$ cat config.mk
export PLATFORM = sky130hd
export DESIGN_NAME = nib_reg_access
export DESIGN_NICKNAME = d
export VERILOG_FILES = /design/src/rtl/nra_pkg.sv /design/src/rtl/nra_rst_sync.sv /design/src/rtl/nra_decode.sv /design/src/rtl/nra_addr_ctr.sv /design/src/rtl/nra_wdata.sv /design/src/rtl/nra_bank.sv /design/src/rtl/nib_reg_access.sv
export SDC_FILE = /design/constraint.sdc
export NUM_CORES = 1
export LEC_CHECK = 0
export BUFFER_PORTS_ARGS = -buffer_cell sky130_fd_sc_hd__buf_2
export CORE_MARGIN = 2
export CORE_UTILIZATION = 30
export CTS_CLUSTER_SIZE = 28
export DETAILED_ROUTE_END_ITERATION = 10
export PLACE_DENSITY = 0.61
export SKIP_LAST_GASP = 1
export SLEW_MARGIN = 20
export SYNTH_ARGS = -nofsm -noshare
export SYNTH_HDL_FRONTEND = slang
export SYNTH_HIERARCHICAL = 1
export SYNTH_SLANG_ARGS = --single-unit
export TNS_END_PERCENT = 1
$ cat constraint.sdc
create_clock -name clk -period 4.89 [get_ports clk]
set_input_delay 0.489 -clock clk [delete_from_list [all_inputs] [get_ports clk]]
set_output_delay 0.489 -clock clk [all_outputs]
set_load 0.01 [all_outputs]
$ cat src/rtl/nra_pkg.sv
package nra_pkg;
  localparam int NIB_W  = 4;
  localparam int BYTE_W = 2 * NIB_W;

  typedef logic [NIB_W-1:0] opcode_t;

  localparam opcode_t OPC_ADDR_LO = 4'h0;
  localparam opcode_t OPC_ADDR_HI = 4'h1;
  localparam opcode_t OPC_DATA_LO = 4'h2;
  localparam opcode_t OPC_COMMIT  = 4'h3;
  localparam opcode_t OPC_READ    = 4'h4;

  // read operand bit positions
  localparam int ADJ_EN_BIT   = 0;
  localparam int ADJ_DOWN_BIT = 1;

  typedef struct packed {
    logic             addr_lo;
    logic             addr_hi;
    logic             data_lo;
    logic             commit;
    logic             read;
    logic [NIB_W-1:0] operand;
  } nra_cmd_t;
endpackage

$ cat src/rtl/nra_rst_sync.sv
module nra_rst_sync #(
  parameter int STAGES = 2
) (
  input  logic clk,
  input  logic rst_n,
  output logic rst_n_sync
);
  logic [STAGES-1:0] sync_q;

  always_ff @(posedge clk or negedge rst_n) begin
    if (!rst_n) sync_q <= '0;
    else        sync_q <= {sync_q[STAGES-2:0], 1'b1};
  end

  assign rst_n_sync = sync_q[STAGES-1];
endmodule

$ cat src/rtl/nra_decode.sv
module nra_decode
  import nra_pkg::*;
(
  input  logic              cmd_valid,
  input  logic [BYTE_W-1:0] cmd_byte,
  output nra_cmd_t          cmd
);
  opcode_t op;
  assign op = cmd_byte[BYTE_W-1:NIB_W];

  always_comb begin
    cmd         = '0;
    cmd.operand = cmd_byte[NIB_W-1:0];
    if (cmd_valid) begin
      case (op)
        OPC_ADDR_LO: cmd.addr_lo = 1'b1;
        OPC_ADDR_HI: cmd.addr_hi = 1'b1;
        OPC_DATA_LO: cmd.data_lo = 1'b1;
        OPC_COMMIT:  cmd.commit  = 1'b1;
        OPC_READ:    cmd.read    = 1'b1;
        default:     ;
      endcase
    end
  end
endmodule

$ cat src/rtl/nra_addr_ctr.sv
module nra_addr_ctr
  import nra_pkg::*;
(
  input  logic              clk,
  input  logic              rst_n,
  input  nra_cmd_t          cmd,
  output logic [BYTE_W-1:0] addr_q
);
  logic [BYTE_W-1:0] addr_d;
  logic              addr_en;
  logic              adj_go;
  logic              adj_down;

  assign adj_go   = cmd.read && cmd.operand[ADJ_EN_BIT];
  assign adj_down = cmd.operand[ADJ_DOWN_BIT];

  always_comb begin
    addr_d  = addr_q;
    addr_en = 1'b0;
    if (cmd.addr_lo) begin
      addr_d[NIB_W-1:0] = cmd.operand;
      addr_en           = 1'b1;
    end
    if (cmd.addr_hi) begin
      addr_d[BYTE_W-1:NIB_W] = cmd.operand;
      addr_en                = 1'b1;
    end
    if (adj_go) begin
      addr_d  = adj_down ? (addr_q - 1'b1) : (addr_q + 1'b1);
      addr_en = 1'b1;
    end
  end

  always_ff @(posedge clk or negedge rst_n) begin
    if (!rst_n)       addr_q <= '0;
    else if (addr_en) addr_q <= addr_d;
  end


  wrap_up_chk: assert property (@(posedge clk) disable iff (!rst_n)
    adj_go && !adj_down && (addr_q == {BYTE_W{1'b1}}) |=> addr_q == '0);

  wrap_down_chk: assert property (@(posedge clk) disable iff (!rst_n)
    adj_go && adj_down && (addr_q == '0) |=> addr_q == {BYTE_W{1'b1}});

  no_adjust_chk: assert property (@(posedge clk) disable iff (!rst_n)
    cmd.read && !cmd.operand[ADJ_EN_BIT] |=> $stable(addr_q));
endmodule

$ cat src/rtl/nra_wdata.sv
module nra_wdata
  import nra_pkg::*;
(
  input  logic              clk,
  input  logic              rst_n,
  input  nra_cmd_t          cmd,
  input  logic [BYTE_W-1:0] addr_q,
  output logic              commit_en,
  output logic [BYTE_W-1:0] commit_byte,
  output logic              wr_stb_q,
  output logic [BYTE_W-1:0] wr_addr_q,
  output logic [BYTE_W-1:0] wr_data_q
);
  logic [NIB_W-1:0] lo_q;

  assign commit_en   = cmd.commit;
  assign commit_byte = {cmd.operand, lo_q};

  always_ff @(posedge clk or negedge rst_n) begin
    if (!rst_n)           lo_q <= '0;
    else if (cmd.data_lo) lo_q <= cmd.operand;
  end

  always_ff @(posedge clk or negedge rst_n) begin
    if (!rst_n) wr_stb_q <= 1'b0;
    else        wr_stb_q <= commit_en;
  end

  always_ff @(posedge clk or negedge rst_n) begin
    if (!rst_n) begin
      wr_addr_q <= '0;
      wr_data_q <= '0;
    end else if (commit_en) begin
      wr_addr_q <= addr_q;
      wr_data_q <= commit_byte;
    end
  end


  stb_pulse_chk: assert property (@(posedge clk) disable iff (!rst_n)
    !commit_en |=> !wr_stb_q);

  lo_hold_chk: assert property (@(posedge clk) disable iff (!rst_n)
    !cmd.data_lo |=> $stable(lo_q));
endmodule

$ cat src/rtl/nra_bank.sv
module nra_bank
  import nra_pkg::*;
#(
  parameter int          CORE_REGS   = 16,
  parameter logic [7:0]  UNMAPPED_RD = 8'hFF
) (
  input  logic                        clk,
  input  logic                        rst_n,
  input  logic [BYTE_W-1:0]           addr_q,
  input  logic                        commit_en,
  input  logic [BYTE_W-1:0]           commit_byte,
  input  logic                        rd_req,
  input  logic [CORE_REGS*BYTE_W-1:0] stat_regs,
  output logic [CORE_REGS*BYTE_W-1:0] ctrl_regs,
  output logic                        rd_valid_q,
  output logic [BYTE_W-1:0]           rd_data_q
);
  localparam int IDX_W = (CORE_REGS > 1) ? $clog2(CORE_REGS) : 1;

  logic             in_core;
  logic [IDX_W-1:0] idx;
  logic [BYTE_W-1:0] stat_sel;
  logic [BYTE_W-1:0] rd_byte;

  assign in_core = (int'(addr_q) < CORE_REGS);
  assign idx     = addr_q[IDX_W-1:0];

  generate
    for (genvar g = 0; g < CORE_REGS; g++) begin : g_ctl
      logic wen;
      assign wen = commit_en && in_core && (idx == IDX_W'(g));
      always_ff @(posedge clk or negedge rst_n) begin
        if (!rst_n)   ctrl_regs[g*BYTE_W +: BYTE_W] <= '0;
        else if (wen) ctrl_regs[g*BYTE_W +: BYTE_W] <= commit_byte;
      end
    end
  endgenerate

  always_comb begin
    stat_sel = '0;
    for (int i = 0; i < CORE_REGS; i++) begin
      if (idx == IDX_W'(i)) stat_sel = stat_regs[i*BYTE_W +: BYTE_W];
    end
  end

  assign rd_byte = in_core ? stat_sel : UNMAPPED_RD;

  always_ff @(posedge clk or negedge rst_n) begin
    if (!rst_n) rd_valid_q <= 1'b0;
    else        rd_valid_q <= rd_req;
  end

  always_ff @(posedge clk or negedge rst_n) begin
    if (!rst_n)      rd_data_q <= '0;
    else if (rd_req) rd_data_q <= rd_byte;
  end


  high_write_chk: assert property (@(posedge clk) disable iff (!rst_n)
    commit_en && !in_core |=> $stable(ctrl_regs));

  no_write_hold_chk: assert property (@(posedge clk) disable iff (!rst_n)
    !commit_en |=> $stable(ctrl_regs));

  unmapped_chk: assert property (@(posedge clk) disable iff (!rst_n)
    rd_req && !in_core |=> rd_data_q == UNMAPPED_RD);
endmodule

$ cat src/rtl/nib_reg_access.sv
module nib_reg_access
  import nra_pkg::*;
#(
  parameter int         CORE_REGS   = 16,
  parameter logic [7:0] UNMAPPED_RD = 8'hFF
) (
  input  logic                        clk,
  input  logic                        rst_n,
  input  logic                        cmd_valid,
  input  logic [7:0]                  cmd_byte,
  input  logic [CORE_REGS*8-1:0]      stat_regs,
  output logic                        rd_valid,
  output logic [7:0]                  rd_data,
  output logic                        wr_stb,
  output logic [7:0]                  wr_addr,
  output logic [7:0]                  wr_data,
  output logic [CORE_REGS*8-1:0]      ctrl_regs
);
  logic              rst_n_s;
  nra_cmd_t          cmd;
  logic [BYTE_W-1:0] addr_q;
  logic              commit_en;
  logic [BYTE_W-1:0] commit_byte;

  nra_rst_sync #(.STAGES(2)) u_rst (
    .clk        (clk),
    .rst_n      (rst_n),
    .rst_n_sync (rst_n_s)
  );

  nra_decode u_dec (
    .cmd_valid (cmd_valid),
    .cmd_byte  (cmd_byte),
    .cmd       (cmd)
  );

  nra_addr_ctr u_addr (
    .clk    (clk),
    .rst_n  (rst_n_s),
    .cmd    (cmd),
    .addr_q (addr_q)
  );

  nra_wdata u_wdat (
    .clk         (clk),
    .rst_n       (rst_n_s),
    .cmd         (cmd),
    .addr_q      (addr_q),
    .commit_en   (commit_en),
    .commit_byte (commit_byte),
    .wr_stb_q    (wr_stb),
    .wr_addr_q   (wr_addr),
    .wr_data_q   (wr_data)
  );

  nra_bank #(
    .CORE_REGS   (CORE_REGS),
    .UNMAPPED_RD (UNMAPPED_RD)
  ) u_bank (
    .clk         (clk),
    .rst_n       (rst_n_s),
    .addr_q      (addr_q),
    .commit_en   (commit_en),
    .commit_byte (commit_byte),
    .rd_req      (cmd.read),
    .stat_regs   (stat_regs),
    .ctrl_regs   (ctrl_regs),
    .rd_valid_q  (rd_valid),
    .rd_data_q   (rd_data)
  );


  decode_onehot_chk: assert property (@(posedge clk) disable iff (!rst_n_s)
    $onehot0({cmd.addr_lo, cmd.addr_hi, cmd.data_lo, cmd.commit, cmd.read}));

  unknown_op_chk: assert property (@(posedge clk) disable iff (!rst_n_s)
    cmd_valid && (cmd_byte[7:4] > OPC_READ) |=> $stable(addr_q) && !wr_stb && !rd_valid);

  read_ret_chk: assert property (@(posedge clk) disable iff (!rst_n_s)
    cmd_valid && (cmd_byte[7:4] == OPC_READ) |=> rd_valid);

  idle_chk: assert property (@(posedge clk) disable iff (!rst_n_s)
    !cmd_valid |=> $stable(addr_q) && !wr_stb && !rd_valid);
endmodule

==> results of run 1 <==
==> power breakdown <==
group	switching, mW	internal (mW)	total, mW
Combinational	0.640	0.479	1.12
Sequential	0.211	1.50	1.71
Clock	0.569	0.665	1.23
==> per-layer routing <==
metal  wire [um]  track usage [%]  vias up
li1            -                -     3022
met1       12100             24.2     3323
met2       12500             28.8      221
met3        1700             4.60       37
met4         590             5.97        0
met5           0                0        -
==> timing repair <==
item	CTS	global route
hold buffers	1	0
gates resized for setup	0	0
endpoints found under the hold margin	2	0
==> layout make-up <==
class | count | area (um2)
fill | 2772 | 17000
sequential | 168 | 4210
multi-input combinational | 443 | 3860
timing repair buffer | 303 | 1560
tap | 378 | 473
clock buffer | 22 | 454
clock inverter | 9 | 71.3
inverter | 14 | 52.6
antenna | 1 | 2.50
==> registers in the layout, indices dropped and copies added, names as in the netlist <==
signal	cells
u_wdat/lo_q	4
u_wdat/wr_data_q	8
u_addr/addr_q	8
u_bank/ctrl_regs	128
u_rst/sync_q	2
u_wdat/wr_addr_q	8
u_bank/rd_valid_q	1
u_wdat/wr_stb_q	1
u_bank/rd_data_q	8
==> per-stage QoR <==
| stage | area (um2) | util (%) | hold slack [ps] | setup slack, ps | power (mW) |
|---|---|---|---|---|---|
| after CTS | 10700 | 38.5 | 348 | 1890 | 4.11 |
| after detailed placement | 10100 | 36.6 | 276 | 1790 | 2.86 |
| after global routing | 10700 | 38.5 | 369 | 1590 | 4.29 |
| after floorplan | 8440 | - | 193 | 2110 | 2.45 |
| after global placement | 10100 | 36.6 | 274 | 1800 | 2.84 |
| final | 10700 | 38.6 | 352 | 1960 | 4.06 |
==> synthesized netlist by cell type (all sizes together) (4+ instances only) <==
library cell and instances:
nor2 29, ha 6, a21o 7, and2 4, a31oi 4, a22oi 5, o22ai 12, nor3 7
nor2b 12, buf 35, mux2 149, mux4 6, o31a 5, a2111oi 4, inv 13, o22a 4
nand3 10, o2bb2ai 4, a21oi 21, o21ai 54, nand2b 8, dfrtp 168, o21bai 4, nand2 24
clkbuf 13, o211ai 4, mux2i 21
==> logic make-up (layout without fill, tap and decap cells) <==
family	count (synthesis)	after routing	synth area share (%)
buf+inv	62	348	4.42
other cells	1	2	0.0445
compound gates	143	143	10.9
flops	168	168	49.8
fa+ha+maj	7	7	1.13
mux	176	176	24.6
simple gates	113	113	8.77
xor+xnor	3	3	0.312
==> worst max-delay path, cell delays in order, from the launching register on <==
cell and delay (ps):
dfrtp_2 990, clkinv_1 570, nor3_1 750, o21ai_0 180, o21ai_0 200, o2bb2ai_1 160
==> final timing paths <==
check                                       from                   to  slack [ps]
worst min-delay path             u_rst/sync_q[0]      u_rst/sync_q[1]         350
min in group asynchronous                  rst_n      u_rst/sync_q[1]         390
worst max register to register  u_addr/addr_q[1]  u_bank/rd_data_q[4]        1960
max in group asynchronous        u_rst/sync_q[1]     u_addr/addr_q[1]        3380
worst min register to register   u_rst/sync_q[0]      u_rst/sync_q[1]         350
worst max-delay path            u_addr/addr_q[1]  u_bank/rd_data_q[4]        1960
==> metrics.md, run 1 <==
| Metric | Value |
|---|---|
| Status | completed |
| Post-DP HPWL | 19500 um |
| Unique masters post-synth | 70 |
| Boundary Pins | 293 |
| Reg2Reg Depth | 5 |
| Pre-Repair DR Iteration Count | 4 |
| CTS max path bufs | 2 |
| Leak | 5.58 nW |
| Worst Path Class, Setup | reg2reg |
| First-pass GRT wire length | 40100 um |
| Worst hold path class | reg2reg |
| CP Data Arrival Time | 3280 ps |
| Maximum vdd drop | 0.204 mV |
| Routability cong. | 0.810 |
| DRC errors left | 0 |
| Post-CTS Setup Repair Bufs | 0 |
| Detail Route Antenna Nets | 0 |
| Post-Syn Instances | 673 |
| First DRT Iteration DRCs | 305 |
| Hold Path Depth | 0 |
| Clk Latency, worst-skew pair | 430 ps |
| Fin crit share | 59.9% |
| Core ar. | 27700 um2 |
| Fmax | 341 MHz |
| RSZ-0062 raised after global routing | no |
| Mean routed wirelength per cell | 20.1 um |
| Worst Tran Pin Value | 982 ps |
| Initial antenna violation count | 0 |
| # clock sinks | 168 |
| Rel. slew slack | 33.6% |
| Starting Density | 30.4% |
| Die Height | 172 um |
| Cell Rows | 61 |
| Commonest non-fill, non-tap cell in the layout | buf_2 |
| Post-synth EDFFs | 0 |
| CTS tree | yes |
| Routed WL | 26900 um |
| I/O Buffers | 292 |
| PD cells | 380 nW/um2 |
| CTS Buf Count | 17 |
| CP max FO | 50 |
| Final #Nets | 1093 |
| Worst Setup Start Kind | flop |
| Setup TNS | 0 ps |
| Async S/R FF share, synth | 100% |
| Number of max-cap violations | 0 |
| Die Wd | 172 um |
| Largest net degree at the start of global routing | 97 |
| Grt ovf | 0 |
| Via/cell ratio | 4.93 |
| Most frequent cells in the layout | buf_2, dfrtp_1, mux2_2 |
| Clk root buf | clkbuf_16 |
| Register bit count reported by yosys | 168 |
| Syn_nets | 819 |
| Post-Syn Area | 8430 um2 |
| Worst-path clk slew | 70 ps |
| Tot GR Track Use | 18.1% |
| Yosys warnings | 6 |
| Biggest area consumer among synthesized cells | dfrtp_1 |
| Pins Over Slew Limit | 0 |
| Min Tclk post-route | 2930 ps |
| Crit path capture type | flop |
| Top area cells in the synthesized netlist | dfrtp_1, mux2_2, o21ai_0 |
| Setup Skew | 17.5 ps |
| Post-route insts no fill | 1338 |
| Dpl cells | 1305 |
| Vias in the first global route | 6668 |
| Via count | 6603 |
| Share of post-route cells with drive strength above 1 | 52.1% |
| Share of Yosys cell area claimed by the top area cell type | 49.8% |
| Area of the die | 29500 um2 |
| Setup violators final | 0 |
| Syn-to-layout area delta | 26.7% |
| H-tree Lvls | 4 |
| Synth Flop Type | dfrtp_1 |
| Post-synthesis area per instance | 12.5 um2 |
| Final hold vios | 0 |
| Sequential cell area fraction in the yosys report | 49.8% |
| Worst Path Required | 5250 ps |
No activity file was read; power rests on OpenSTA's default activity.
==> run 2, diff against run 1 <==
Clock period 4.89 ns to 2.5 ns, I/O delays scaled along.
==> run 2 against run 1 <==
Effect of this change: clock power up 110%; flip-flop and latch count unchanged; combinational power up 110%; worst setup slack worse by 1700 ps; first-iteration DRC count up 11%; non-clock buffer count up 19; utilization up 0.90 points; clock-buffer cell count down 2; critical path type unchanged; wire length up 0.26%; die area unchanged; register-to-register slack worse by 1700 ps; worst hold slack worse by 210 ps.
==> metrics.md, run 2 (synthesized netlist as in run 1, its figures left out) <==
| Metric | Value |
|---|---|
| DRC errors left | 0 (unchanged) |
| H-tree Lvls | 4 (unchanged) |
| Setup violators final | 0 (unchanged) |
| Detail Route Antenna Nets | 0 (unchanged) |
| Share of post-route cells with drive strength above 1 | 53.3% (+1.1 points) |
| I/O Buffers | 292 (unchanged) |
| RSZ-0062 raised after global routing | no |
| CTS tree | yes |
| Final hold vios | 0 (unchanged) |
| Critical R2R Capture | u_bank/rd_data_q[2] |
| Setup Skew | 12.6 ps (-4.95 ps) |
| Setup WS pre-CTS | 335 ps (-1460 ps) |
| Largest register FFs | 128 (unchanged) |
| Worst path bufs/invs | 1 (unchanged) |
| Routability cong. | 0.854 (+5.4%) |
| Resize count post-CTS | 0 (unchanged) |
| First DRT Iteration DRCs | 339 (+11%) |
| Rel. slew slack | 41.7% (+8.1 points) |
| Initial antenna violation count | 2 (+2) |
| Maximum vdd drop | 0.362 mV (+77%) |
| Setup TNS | 0 ps (unchanged) |
| CP Data Arrival Time | 2580 ps (-700 ps) |
| Reg2Reg Setup Slack | 270 ps (-1690 ps) |
| Largest net degree at the start of global routing | 43 (-56%) |
| Post-DP HPWL | 20100 um (+3.1%) |
| Syn-to-layout area delta | 29.6% |
| Fin crit share | 89.3% (+29 points) |
| Via/cell ratio | 4.88 (-1.1%) |
| Area of the die | 29500 um2 (unchanged) |
| Tot GR Track Use | 18.3% (+0.14 points) |
| Mean routed wirelength per cell | 19.9 um (-1.1%) |
| Final worst slack | 267 ps (-1690 ps) |
| Worst Setup Start Kind | flop |
| Die Wd | 172 um (unchanged) |
| Worst hold path class | in2async |
| Slowest cell on the critical path | nor3_1 |
| Boundary Pins | 293 (unchanged) |
| Pins Over Slew Limit | 0 (unchanged) |
| Worst Path Class, Setup | reg2reg |
| Final #Nets | 1112 (+1.7%) |
| Leak | 5.73 nW (+2.6%) |
| Pre-Repair DR Iteration Count | 5 (+1) |
| Cell Rows | 61 (unchanged) |
| Commonest non-fill, non-tap cell in the layout | buf_2 |
| Routed WL | 27000 um (+0.26%) |
| Starting Density | 30.4% (unchanged) |
| Number of max-cap violations | 0 (unchanged) |
| Crit path capture type | flop |
| CTS Buf Count | 17 (unchanged) |
| First-pass GRT wire length | 40100 um (about the same) |
| CTS max path bufs | 2 (unchanged) |
| Most flop-heavy register | u_bank/ctrl_regs |
| Most frequent cells in the layout | buf_2, dfrtp_1, mux2_2 |
| Crit-path max cell delay | 670 ps (-320 ps) |
| Top delay family on crit path | simple AND/OR/NAND/NOR gates |
| R2r startpoint | u_addr/addr_q[1] |
| Via count | 6622 (+0.29%) |
| Vias in the first global route | 6629 (-0.58%) |
| Clk root buf | clkbuf_16 |
| Critical path cell sequence | clkinv_1 > nor3_1 > o21ai_0 > o21ai_1 > o2bb2ai_1 |
| CP max FO | 22 (-56%) |
| Worst Tran Pin Value | 874 ps (-108 ps) |
| Reg2Reg Depth | 5 (unchanged) |
| Core ar. | 27700 um2 (unchanged) |
| Die Height | 172 um (unchanged) |
| Clk Latency, worst-skew pair | 420 ps (about the same) |
| Worst-path clk slew | 70 ps (about the same) |
| Fmax | 448 MHz (+31%) |
| Min Tclk post-route | 2230 ps (-696 ps) |
| Status | completed |
| # clock sinks | 168 (unchanged) |
| Worst Path Required | 2840 ps (-2410 ps) |
| Grt ovf | 0 (unchanged) |
| PD cells | 747 nW/um2 (+97%) |
## run 2: changes by cell type in the layout (fill, tap and decap cells not counted), sizes merged
cell,before,now
buf,302,321
bufinv,0,1
clkbuf,22,20
clkinvlp,5,4
inv,15,17
## run 2: repair_timing
action,4_1_cts,5_1_grt
endpoints found under the setup margin,0,0
hold endpoints to repair,2,0
buffers inserted,0,0
hold buffers,1,0
## run 2: final cells by class
class,count,area (um2)
Antenna cell,1,2.50
Fill cell,2701,16800
Timing Repair Buffer,322,1760
Clock buffer,20,457
Multi-Input combinational cell,443,3860
Tap cell,378,473
Inverter,14,52.6
Sequential cell,168,4210
Clock inverter,11,115
## run 2: worst max path at each step
stage / start / end / slack, ps / depth (start not counted)
2_1_floorplan: cmd_byte[7] / u_bank/rd_data_q[3] / 680 / 7
3_3_place_gp: u_addr/addr_q[0] / u_bank/rd_data_q[2] / 370 / 5
3_5_place_dp: u_addr/addr_q[0] / u_bank/rd_data_q[2] / 340 / 5
4_1_cts: u_addr/addr_q[1] / u_bank/rd_data_q[2] / 330 / 5
5_1_grt: u_addr/addr_q[1] / u_bank/rd_data_q[2] / 10 / 5
6_report: u_addr/addr_q[1] / u_bank/rd_data_q[2] / 270 / 5
## run 2: report_power, final
group / leakage (nW) / internal (mW) / switching, mW
clock network: 0.268 / 1.44 / 1.15
logic: 3.20 / 1.02 / 1.28
registers: 2.26 / 2.93 / 0.343
## run 2: worst register-to-register path, delay by kind of cell, from the launching register on
kind	cells	cell delay, ps
AND/OR/NAND/NOR	1	680
flip-flops	1	610
AO/OA/AOI/OAI	3	490
buffers and inverters	1	370
## run 2: stage by stage
step	area (um2)	instances	utilization, %	power (mW)	hold slack (ps)
after detailed placement	10300	1324	37.3	5.62	37.5
after CTS	10900	1356	39.4	8.24	110
after global placement	10300	1324	37.3	5.60	35.4
after global routing	10900	1356	39.4	8.64	129
final	10900	1357	39.5	8.16	138
after floorplan	8440	673	-	4.79	-45.6
## run 2: routing by layer
metal	up-vias	GRT usage, %	routed length [um]
met4	2	5.16	530
li1	3059	-	-
met3	36	5.18	1870
met1	3290	23.9	11900
met2	235	29.6	12700
met5	-	0	13
